--- src/rtl/pdm_pkg.sv ---
package pdm_pkg;

    localparam int REG_W = 8;
    localparam int BPP_W = 6;

    typedef enum logic [2:0] {
        TGT_SEQ_EXT  = 3'd0,
        TGT_GFX_MODE = 3'd1,
        TGT_GFX_EXT  = 3'd2,
        TGT_DAC_MASK = 3'd3,
        TGT_DAC_AUX  = 3'd4
    } tgt_e;

    typedef struct packed {
        logic             valid;
        logic             write;
        logic [2:0]       target;
        logic [REG_W-1:0] data;
    } acc_t;

    localparam logic [BPP_W-1:0] BPP_8  = 6'd8;
    localparam logic [BPP_W-1:0] BPP_15 = 6'd15;
    localparam logic [BPP_W-1:0] BPP_16 = 6'd16;
    localparam logic [BPP_W-1:0] BPP_24 = 6'd24;
    localparam logic [BPP_W-1:0] BPP_32 = 6'd32;

    localparam logic [2:0] FMT_8      = 3'b000;
    localparam logic [2:0] FMT_16DCLK = 3'b001;
    localparam logic [2:0] FMT_24     = 3'b010;
    localparam logic [2:0] FMT_16     = 3'b011;
    localparam logic [2:0] FMT_32     = 3'b100;

    function automatic logic acc_hits(input acc_t a, input tgt_e t, input logic wr);
        return a.valid && (a.write == wr) && (a.target == t);
    endfunction

    function automatic logic [BPP_W-1:0] pick_depth(
        input logic [2:0]       fmt,
        input logic             wide16,
        input logic [BPP_W-1:0] prev
    );
        logic [BPP_W-1:0] d;
        case (fmt)
            FMT_8:               d = BPP_8;
            FMT_16DCLK, FMT_16:  d = wide16 ? BPP_16 : BPP_15;
            FMT_24:              d = BPP_24;
            FMT_32:              d = BPP_32;
            default:             d = prev;
        endcase
        return d;
    endfunction

endpackage

--- src/rtl/dac_hidden_seq.sv ---
module dac_hidden_seq
    import pdm_pkg::*;
#(
    parameter int UNLOCK_CNT = 4
) (
    input  logic             clk,
    input  logic             rst,
    input  acc_t             acc,
    output logic             hid_wr,
    output logic [REG_W-1:0] hid_data,
    output logic [REG_W-1:0] ctrl_q
);
    localparam int CNT_W = $clog2(UNLOCK_CNT + 1);
    localparam logic [CNT_W-1:0] CNT_TOP = CNT_W'(UNLOCK_CNT);

    logic [CNT_W-1:0] cnt_q;
    logic             mask_rd, mask_wr, aux_any;

    always_comb begin
        mask_rd  = acc_hits(acc, TGT_DAC_MASK, 1'b0);
        mask_wr  = acc_hits(acc, TGT_DAC_MASK, 1'b1);
        aux_any  = acc.valid && (acc.target == TGT_DAC_AUX);
        hid_wr   = mask_wr && (cnt_q == CNT_TOP);
        hid_data = acc.data;
    end

    always_ff @(posedge clk) begin
        if (rst) begin
            cnt_q <= '0;
        end else if (mask_wr || aux_any) begin
            cnt_q <= '0;
        end else if (mask_rd && (cnt_q != CNT_TOP)) begin
            cnt_q <= cnt_q + 1'b1;
        end
    end

    always_ff @(posedge clk) begin
        if (rst)
            ctrl_q <= '0;
        else if (hid_wr)
            ctrl_q <= hid_data;
    end

endmodule

--- src/rtl/depth_eval.sv ---
module depth_eval
    import pdm_pkg::*;
(
    input  logic             clk,
    input  logic             rst,
    input  logic             hid_wr,
    input  logic [REG_W-1:0] hid_data,
    input  logic [2:0]       fmt,
    output logic [BPP_W-1:0] depth_q
);
    logic [BPP_W-1:0] depth_nx;

    always_comb begin
        depth_nx = pick_depth(fmt, hid_data[0], depth_q);
    end

    always_ff @(posedge clk) begin
        if (rst)
            depth_q <= BPP_8;
        else if (hid_wr)
            depth_q <= depth_nx;
    end

endmodule

--- src/rtl/gfx_mode_dec.sv ---
module gfx_mode_dec
    import pdm_pkg::*;
(
    input  logic             clk,
    input  logic             rst,
    input  acc_t             acc,
    input  logic             ext_en,
    output logic [REG_W-1:0] mode_q,
    output logic [REG_W-1:0] ext_q,
    output logic             rd_mode,
    output logic             ch2_rd,
    output logic [2:0]       wr_mode
);
    localparam logic [REG_W-1:0] MODE_REPAIR = 8'h60;

    logic mode_wr, ext_wr, need_fix;

    always_comb begin
        mode_wr  = acc_hits(acc, TGT_GFX_MODE, 1'b1);
        ext_wr   = acc_hits(acc, TGT_GFX_EXT, 1'b1);
        need_fix = ext_en && (mode_q[6:5] == 2'b00);
    end

    always_ff @(posedge clk) begin
        if (rst)
            mode_q <= '0;
        else if (mode_wr)
            mode_q <= acc.data;
        else if (need_fix)
            mode_q <= MODE_REPAIR;
    end

    always_ff @(posedge clk) begin
        if (rst)
            ext_q <= '0;
        else if (ext_wr)
            ext_q <= acc.data;
    end

    always_comb begin
        rd_mode = mode_q[3];
        ch2_rd  = mode_q[4];
        wr_mode = ext_q[2] ? mode_q[2:0] : {1'b0, mode_q[1:0]};
    end

endmodule

--- src/rtl/pixdepth_sel.sv ---
module pixdepth_sel
    import pdm_pkg::*;
#(
    parameter int UNLOCK_CNT = 4
) (
    input  logic       clk,
    input  logic       rst,
    input  logic       acc_valid,
    input  logic       acc_write,
    input  logic [2:0] acc_target,
    input  logic [7:0] acc_data,
    output logic [5:0] depth_bpp,
    output logic       row_dbl,
    output logic       read_mode,
    output logic       chain2_rd,
    output logic [2:0] write_mode,
    output logic [7:0] gfx_mode,
    output logic [7:0] dac_ctrl
);
    acc_t             acc;
    logic [REG_W-1:0] seq_q;
    logic [REG_W-1:0] gfx_ext_q;
    logic             hid_wr;
    logic [REG_W-1:0] hid_data;
    logic [BPP_W-1:0] depth_q;

    always_comb begin
        acc.valid  = acc_valid;
        acc.write  = acc_write;
        acc.target = acc_target;
        acc.data   = acc_data;
    end

    always_ff @(posedge clk) begin
        if (rst)
            seq_q <= '0;
        else if (acc_hits(acc, TGT_SEQ_EXT, 1'b1))
            seq_q <= acc.data;
    end

    dac_hidden_seq #(.UNLOCK_CNT(UNLOCK_CNT)) u_dac (
        .clk      (clk),
        .rst      (rst),
        .acc      (acc),
        .hid_wr   (hid_wr),
        .hid_data (hid_data),
        .ctrl_q   (dac_ctrl)
    );

    depth_eval u_depth (
        .clk      (clk),
        .rst      (rst),
        .hid_wr   (hid_wr),
        .hid_data (hid_data),
        .fmt      (seq_q[3:1]),
        .depth_q  (depth_q)
    );

    gfx_mode_dec u_gfx (
        .clk     (clk),
        .rst     (rst),
        .acc     (acc),
        .ext_en  (seq_q[0]),
        .mode_q  (gfx_mode),
        .ext_q   (gfx_ext_q),
        .rd_mode (read_mode),
        .ch2_rd  (chain2_rd),
        .wr_mode (write_mode)
    );

    always_comb begin
        depth_bpp = depth_q;
        row_dbl   = seq_q[0] && (depth_q == BPP_32);
    end

endmodule

--- config.mk ---
export PLATFORM = sky130hd
export DESIGN_NAME = pixdepth_sel
export DESIGN_NICKNAME = d
export VERILOG_FILES = /design/src/rtl/pdm_pkg.sv /design/src/rtl/dac_hidden_seq.sv /design/src/rtl/depth_eval.sv /design/src/rtl/gfx_mode_dec.sv /design/src/rtl/pixdepth_sel.sv
export SDC_FILE = /design/constraint.sdc
export NUM_CORES = 1
export LEC_CHECK = 0
export ABC_AREA = 1
export BUFFER_PORTS_ARGS = -buffer_cell sky130_fd_sc_hd__buf_2
export CAP_MARGIN = 20
export CELL_PAD_IN_SITES_DETAIL_PLACEMENT = 0
export CELL_PAD_IN_SITES_GLOBAL_PLACEMENT = 1
export CORE_MARGIN = 3
export CORE_UTILIZATION = 31
export DETAILED_ROUTE_END_ITERATION = 8
export PLACE_DENSITY_LB_ADDON = 0.1
export SKIP_CTS_REPAIR_TIMING = 1
export SYNTH_ARGS = -nofsm -noshare
export SYNTH_HDL_FRONTEND = slang
export SYNTH_SLANG_ARGS = --single-unit
--- constraint.sdc ---
create_clock -name clk -period 1 [get_ports clk]
set_input_delay 0.3 -clock clk [delete_from_list [all_inputs] [get_ports clk]]
set_output_delay 0.3 -clock clk [all_outputs]
set_load 0.01 [all_outputs]
==> results.ini, run 1 <==
[final_layout]
final_core_util = 0.593
area_growth_pct = 75.3
final_cell_mix = buf_6 (32), buf_4 (23), dfxtp_2 (23)
final_cells = 283
mostFrequentLayoutCell = buf_6
layout.nets = 253
fillers = 343
antenna_cells = 0
drive_above_1_share = 0.634

[synthesis]
syn_area_per_cell_sq_um = 7.75
synth_seq_cells = 28
yosysUniqueCellTypes = 22
synth_top_family_by_area = simple AND/OR/NAND/NOR gates
muxShareOfSynthArea = 0
synth-xor-area-share = 0
ys_warn_count = 0
ys_seq_area_frac = 0.433
synth-compound-area-share = 0.130
synth_simple_gate_area_frac = 0.301
yosys.area_share.adder = 0.0193
syn_inst = 167
synthesis.nets = 184
syn_area_sq_um = 1290

[route]
drt_pre_antenna_iters = 4
wl_met2_mm = 1.80
via_count = 1357
ant_nets = 0
routed_wl_mm = 3.58
routed_via_density = 4.80
drt-initial-drc-count = 18
top_layer = met4
wl_per_cell_um = 12.6
wl_met1_mm = 1.59
routed-wl-met3_um = 139
drcViolationCount = 0

[pwr]
swShare = 0.240
power_density_nw_per_um2 = 922
netSwitchingPower_mw = 0.503
combPwrFrac = 0.122
power.leakage_nw = 0.877
clockPowerShare = 0.335
peakVddDrop_uv = 631
power.share.sequential = 0.542
internal_power_mw = 1.59

[placement]
dpl.hpwl_mm = 2.63
numPlacedInstances = 270
place.gp.congestion = 0.759
dp_slack_ps = -238
port_buffers = 42

[global_route]
grt_pass1_vias = 1226
antenna_found_initial = 0
track_usage = 0.135
grt-ovfl-total = 0
grt_max_degree = 18
grt_pass1_wl_mm = 5.42

[clock_tree]
htree_levels = 1
cts_tree = yes
root_buffer = clkbuf_8
numCtsBuffers = 3
ctsLongestPathBuffers = 2
cts.sinks = 28
clkSlewWorstSetupHoldPaths_ps = 90
clk_latency_ps = 280

[timing]
finClkSkew_ps = 2.98
relSlewSlack = 0.811
max_freq_mhz = 757
maxSlewViolCount = 0
finalHoldViolCount = 0
fin_ws_ps = -321
fin_crit_sh = 1.32
setup_violations = 43
min_period_ps = 1320
tightest_slew_ps = 282
rsz0062_at_grt = yes

[worst_hold_path]
min_from = acc_data[6]
whs_path_depth = 3
holdPathEnd = u_dac.ctrl_q[6]$_SDFFE_PP0P_
worstHoldPathType = primary input to flip-flop

[floorplanning]
core_area_sq_um = 3830
rows = 22
die_width_um = 70.6
initial_core_util = 0.338
io_pins = 43
die_h_um = 70.6
dieArea_sq_um = 4980

[critical_path]
cp.required_ps = 700
r2r_slack_ps = -160
startpoint_type = flip-flop
r2r-start = u_dac.cnt_q[0]$_SDFFE_PP0P_
path_class = flip-flop to primary output
r2r_cells = 8
r2r_end = u_dac.cnt_q[2]$_SDFFE_PP0P_
end_kind = primary output
cp_data_arrival_time_ps = 1020
cp_max_fo = 2

[status]
failed_checks = negative setup slack
status = finished with violations

[flow_run]
drv_cap = 0

power by group through the flow:
stage	Clock, mW	Combinational, mW	Sequential [mW]
global placement	0	0.201	1.16
CTS	0.720	0.205	1.13
finish	0.701	0.256	1.13
detailed placement	0	0.204	1.16
floorplan	0	0.101	1.16
global route	0.782	0.280	1.14
layer usage:
| metal | GRT usage | up-vias |
|---|---|---|
| li1 | - | 694 |
| met1 | 0.173 | 629 |
| met2 | 0.223 | 29 |
| met3 | 0.0256 | 5 |
| met4 | 0.0522 | 0 |
| met5 | 0 | - |
registers in the layout (all words and copies together) (netlist names):
signal	flops
seq_q	4
u_dac.ctrl_q	8
u_gfx.mode_q	8
u_depth.depth_q	4
u_dac.cnt_q	3
u_gfx.ext_q	1
per-stage QoR:
step	TNS (ps)	area, sq um	hold slack, ps	total power, mW
after floorplan	-731	1360	424	1.26
after global placement	-4760	1710	443	1.36
after detailed placement	-5320	1710	453	1.36
after CTS	-5320	1760	301	2.06
after global routing	-5440	2270	285	2.20
final	-3530	2270	286	2.09
how the worst max path moves through the flow:
stage / depth (start not counted) / end / from / slack (ps)
floorplan: 8 / u_dac.cnt_q[2]$_SDFFE_PP0P_ / u_dac.cnt_q[0]$_SDFFE_PP0P_ / -90
global placement: 6 / u_gfx.mode_q[6]$_SDFFE_PP0P_ / acc_target[2] / -210
detailed placement: 6 / u_gfx.mode_q[5]$_SDFFE_PP0P_ / acc_target[2] / -240
CTS: 4 / row_dbl / u_depth.depth_q[2]$_SDFFE_PP0P_ / -370
global route: 4 / row_dbl / u_depth.depth_q[2]$_SDFFE_PP0P_ / -390
finish: 2 / row_dbl / u_depth.depth_q[4]$_SDFFE_PP0P_ / -320
final cells by class:
cell class,count,area (sq um),area share
multi-input cells,111,808,0.356
repair buffers,74,673,0.297
flip-flops and latches,28,593,0.261
inverters,18,78.8,0.0347
well taps,48,60.1,0.0265
clock buffers,4,55.1,0.0243
logic make-up (layout without fill, tap and decap cells):
kind of cell,after synthesis,in the layout
adders and majority gates,2,2
AOI/OAI and AO/OA,33,33
buffers and inverters,29,96
DFF,28,28
and+or+nand+nor,75,76
cell usage after synthesis:
cell type,n,area share
a21boi_1,1,0.0058
a21oi_1,23,0.089
buf_2,1,0.0039
buf_4,6,0.035
buf_6,2,0.017
clkbuf_1,1,0.0029
clkbuf_4,1,0.0058
dfxtp_1,28,0.43
ha_1,2,0.019
inv_1,17,0.049
inv_2,1,0.0029
nand2_1,25,0.073
nand2_2,1,0.0048
nand3_1,21,0.081
nand3_4,2,0.027
nand4_1,9,0.044
nand4_2,1,0.0097
nor2_1,12,0.035
nor2_2,1,0.0048
nor2_4,2,0.017
nor4_1,1,0.0048
o21ai_0,9,0.035
critical path: stages (launching register included):
cell and delay (ps):
dfxtp_2 340, nor4_4 240, buf_2 160
(Power assumes the default switching activity.)
==> run 2: changes to the inputs <==
Settings changed: BUFFER_PORTS_ARGS -buffer_cell sky130_fd_sc_hd__buf_2 to not set, CORE_UTILIZATION 31 to 44, DONT_BUFFER_PORTS set to 1, SYNTH_HIERARCHICAL set to 1.
Clock period 1 ns to 1.4 ns, I/O delays scaled along.
==> run 2 against run 1 <==
Compared with the run above: the flow still finishes with violations (negative setup slack); clock power down 23%; register-to-register slack improved by 280 ps; power down 31%; synthesized area rose by 9.4%; combinational power shrank 70%; die area shrank 21%; utilization shrank 6.4 points; first-iteration DRC count rose to 3.3 times the previous value; largest power group unchanged.
==> results.ini, run 2 <==
[critical_path]
crit_chain = nor2_1, nand3b_1, nor3_1, buf_4
crit_family = flip-flops
crit_slowest_cell = dfxtp_2
r2r_end = u_depth/depth_q[4]$_SDFFE_PP0P_
cp_num_buf_inv = 1
r2r_cells = 10
path_class = flip-flop to primary output
cp_max_fo = 5
r2r_slack_ps = 120
r2r-start = u_dac/cnt_q[0]$_SDFFE_PP0P_
cp_data_arrival_time_ps = 1170
end_kind = primary output
max_stage_delay_ps = 370
cp.required_ps = 980
startpoint_type = flip-flop
cp_num_cells = 4

[placement]
numPlacedInstances = 242
place.gp.congestion = 0.765
place_area_sq_um = 1440
dpl.hpwl_mm = 2.50
dp_slack_ps = 84.2
port_buffers = 0

[global_route]
grt_pass1_wl_mm = 5.31
grt-ovfl-total = 0
grt_max_degree = 17
track_usage = 0.167
antenna_found_initial = 0
grt_pass1_vias = 1112

[final_layout]
antenna_cells = 0
final_cells = 248
final_cell_mix = nand2_1 (40), nor2_1 (29), nand3_1 (25)
biggestRegsByFlops = u_dac/ctrl_q x8, u_gfx/mode_q x8
drive_above_1_share = 0.184
design_area_sq_um = 1530
area_growth_pct = 8.31
layout.nets = 224
fillers = 305
mostFrequentLayoutCell = nand2_1

[worst_hold_path]
worstHoldPathType = primary input to flip-flop
holdPathEnd = u_depth/depth_q[4]$_SDFFE_PP0P_
min_from = rst
whs_path_depth = 1

[synthesis]
syn_area_per_cell_sq_um = 6.94
syn_area_sq_um = 1420
synthesis.nets = 221
ys_warn_count = 6
syn_inst = 204

[clock_tree]
cts.sinks = 28
cts_tree = yes
ctsLongestPathBuffers = 2
numCtsBuffers = 3
htree_levels = 1
clkSlewWorstSetupHoldPaths_ps = 160
root_buffer = clkbuf_4
clk_latency_ps = 340

[floorplanning]
initial_core_util = 0.488
rows = 19
core_area_sq_um = 2900
dieArea_sq_um = 3930
die_h_um = 62.7
die_width_um = 62.7
io_pins = 43

[route]
routed_via_density = 4.97
ant_nets = 0
drt-initial-drc-count = 60
drcViolationCount = 0
routed_wl_mm = 3.15
wl_per_cell_um = 12.7
drt_pre_antenna_iters = 4
via_count = 1232

[timing]
setup_violations = 1
rsz0062_at_grt = yes
finalHoldViolCount = 0
min_period_ps = 1590
maxSlewViolCount = 0
relSlewSlack = 0.789
fin_crit_sh = 1.14
finClkSkew_ps = 7.61
setup-tns-final_ps = -193
fin_ws_ps = -193
whs_ps = 105
max_freq_mhz = 628
tightest_slew_ps = 316

[status]
status = finished with violations
failed_checks = negative setup slack

[pwr]
power_density_nw_per_um2 = 936
peakVddDrop_uv = 497
power.leakage_nw = 0.673

[flow_run]
drv_cap = 0

## run 2: area by class of cell
type / instances / area, sq um / share of cell area
Multi-Input combinational cell: 136 / 682 / 0.445
Timing Repair Buffer: 8 / 63.8 / 0.0416
Tap cell: 42 / 52.6 / 0.0343
Inverter: 30 / 115 / 0.0751
Sequential cell: 28 / 567 / 0.370
Clock inverter: 1 / 30.0 / 0.0196
Clock buffer: 3 / 22.5 / 0.0147
## run 2: metal layers
metal  track usage  vias up  wire length, um
met5             0        -                0
met4        0.0496        0               30
met3        0.0504        3              174
met2         0.282       26             1570
met1         0.205      570             1380
li1              -      633                -
## run 2: worst max-delay path by stage
stage                                         start                               to  slack [ps]
floorplan                             acc_target[0]  u_depth/depth_q[4]$_SDFFE_PP0P_           9
global placement        u_dac/cnt_q[0]$_SDFFE_PP0P_     u_dac/ctrl_q[1]$_SDFFE_PP0P_         140
detailed placement      u_dac/cnt_q[0]$_SDFFE_PP0P_     u_dac/ctrl_q[1]$_SDFFE_PP0P_          80
CTS                 u_depth/depth_q[4]$_SDFFE_PP0P_                          row_dbl        -220
global route        u_depth/depth_q[2]$_SDFFE_PP0P_                          row_dbl        -310
finish              u_depth/depth_q[2]$_SDFFE_PP0P_                          row_dbl        -190
## run 2: metrics by stage
stage | utilization | power [mW]
detailed placement | 0.497 | 0.909
CTS | 0.515 | 1.45
global route | 0.528 | 1.50
global placement | 0.497 | 0.905
floorplan | - | 0.900
finish | 0.528 | 1.43
## run 2: power breakdown
part / internal [mW] / switching [mW] / total [mW]
Sequential: 0.806 / 0.0108 / 0.816
Combinational: 0.0283 / 0.0488 / 0.0771
Clock: 0.290 / 0.251 / 0.541
Total: 1.12 / 0.311 / 1.43
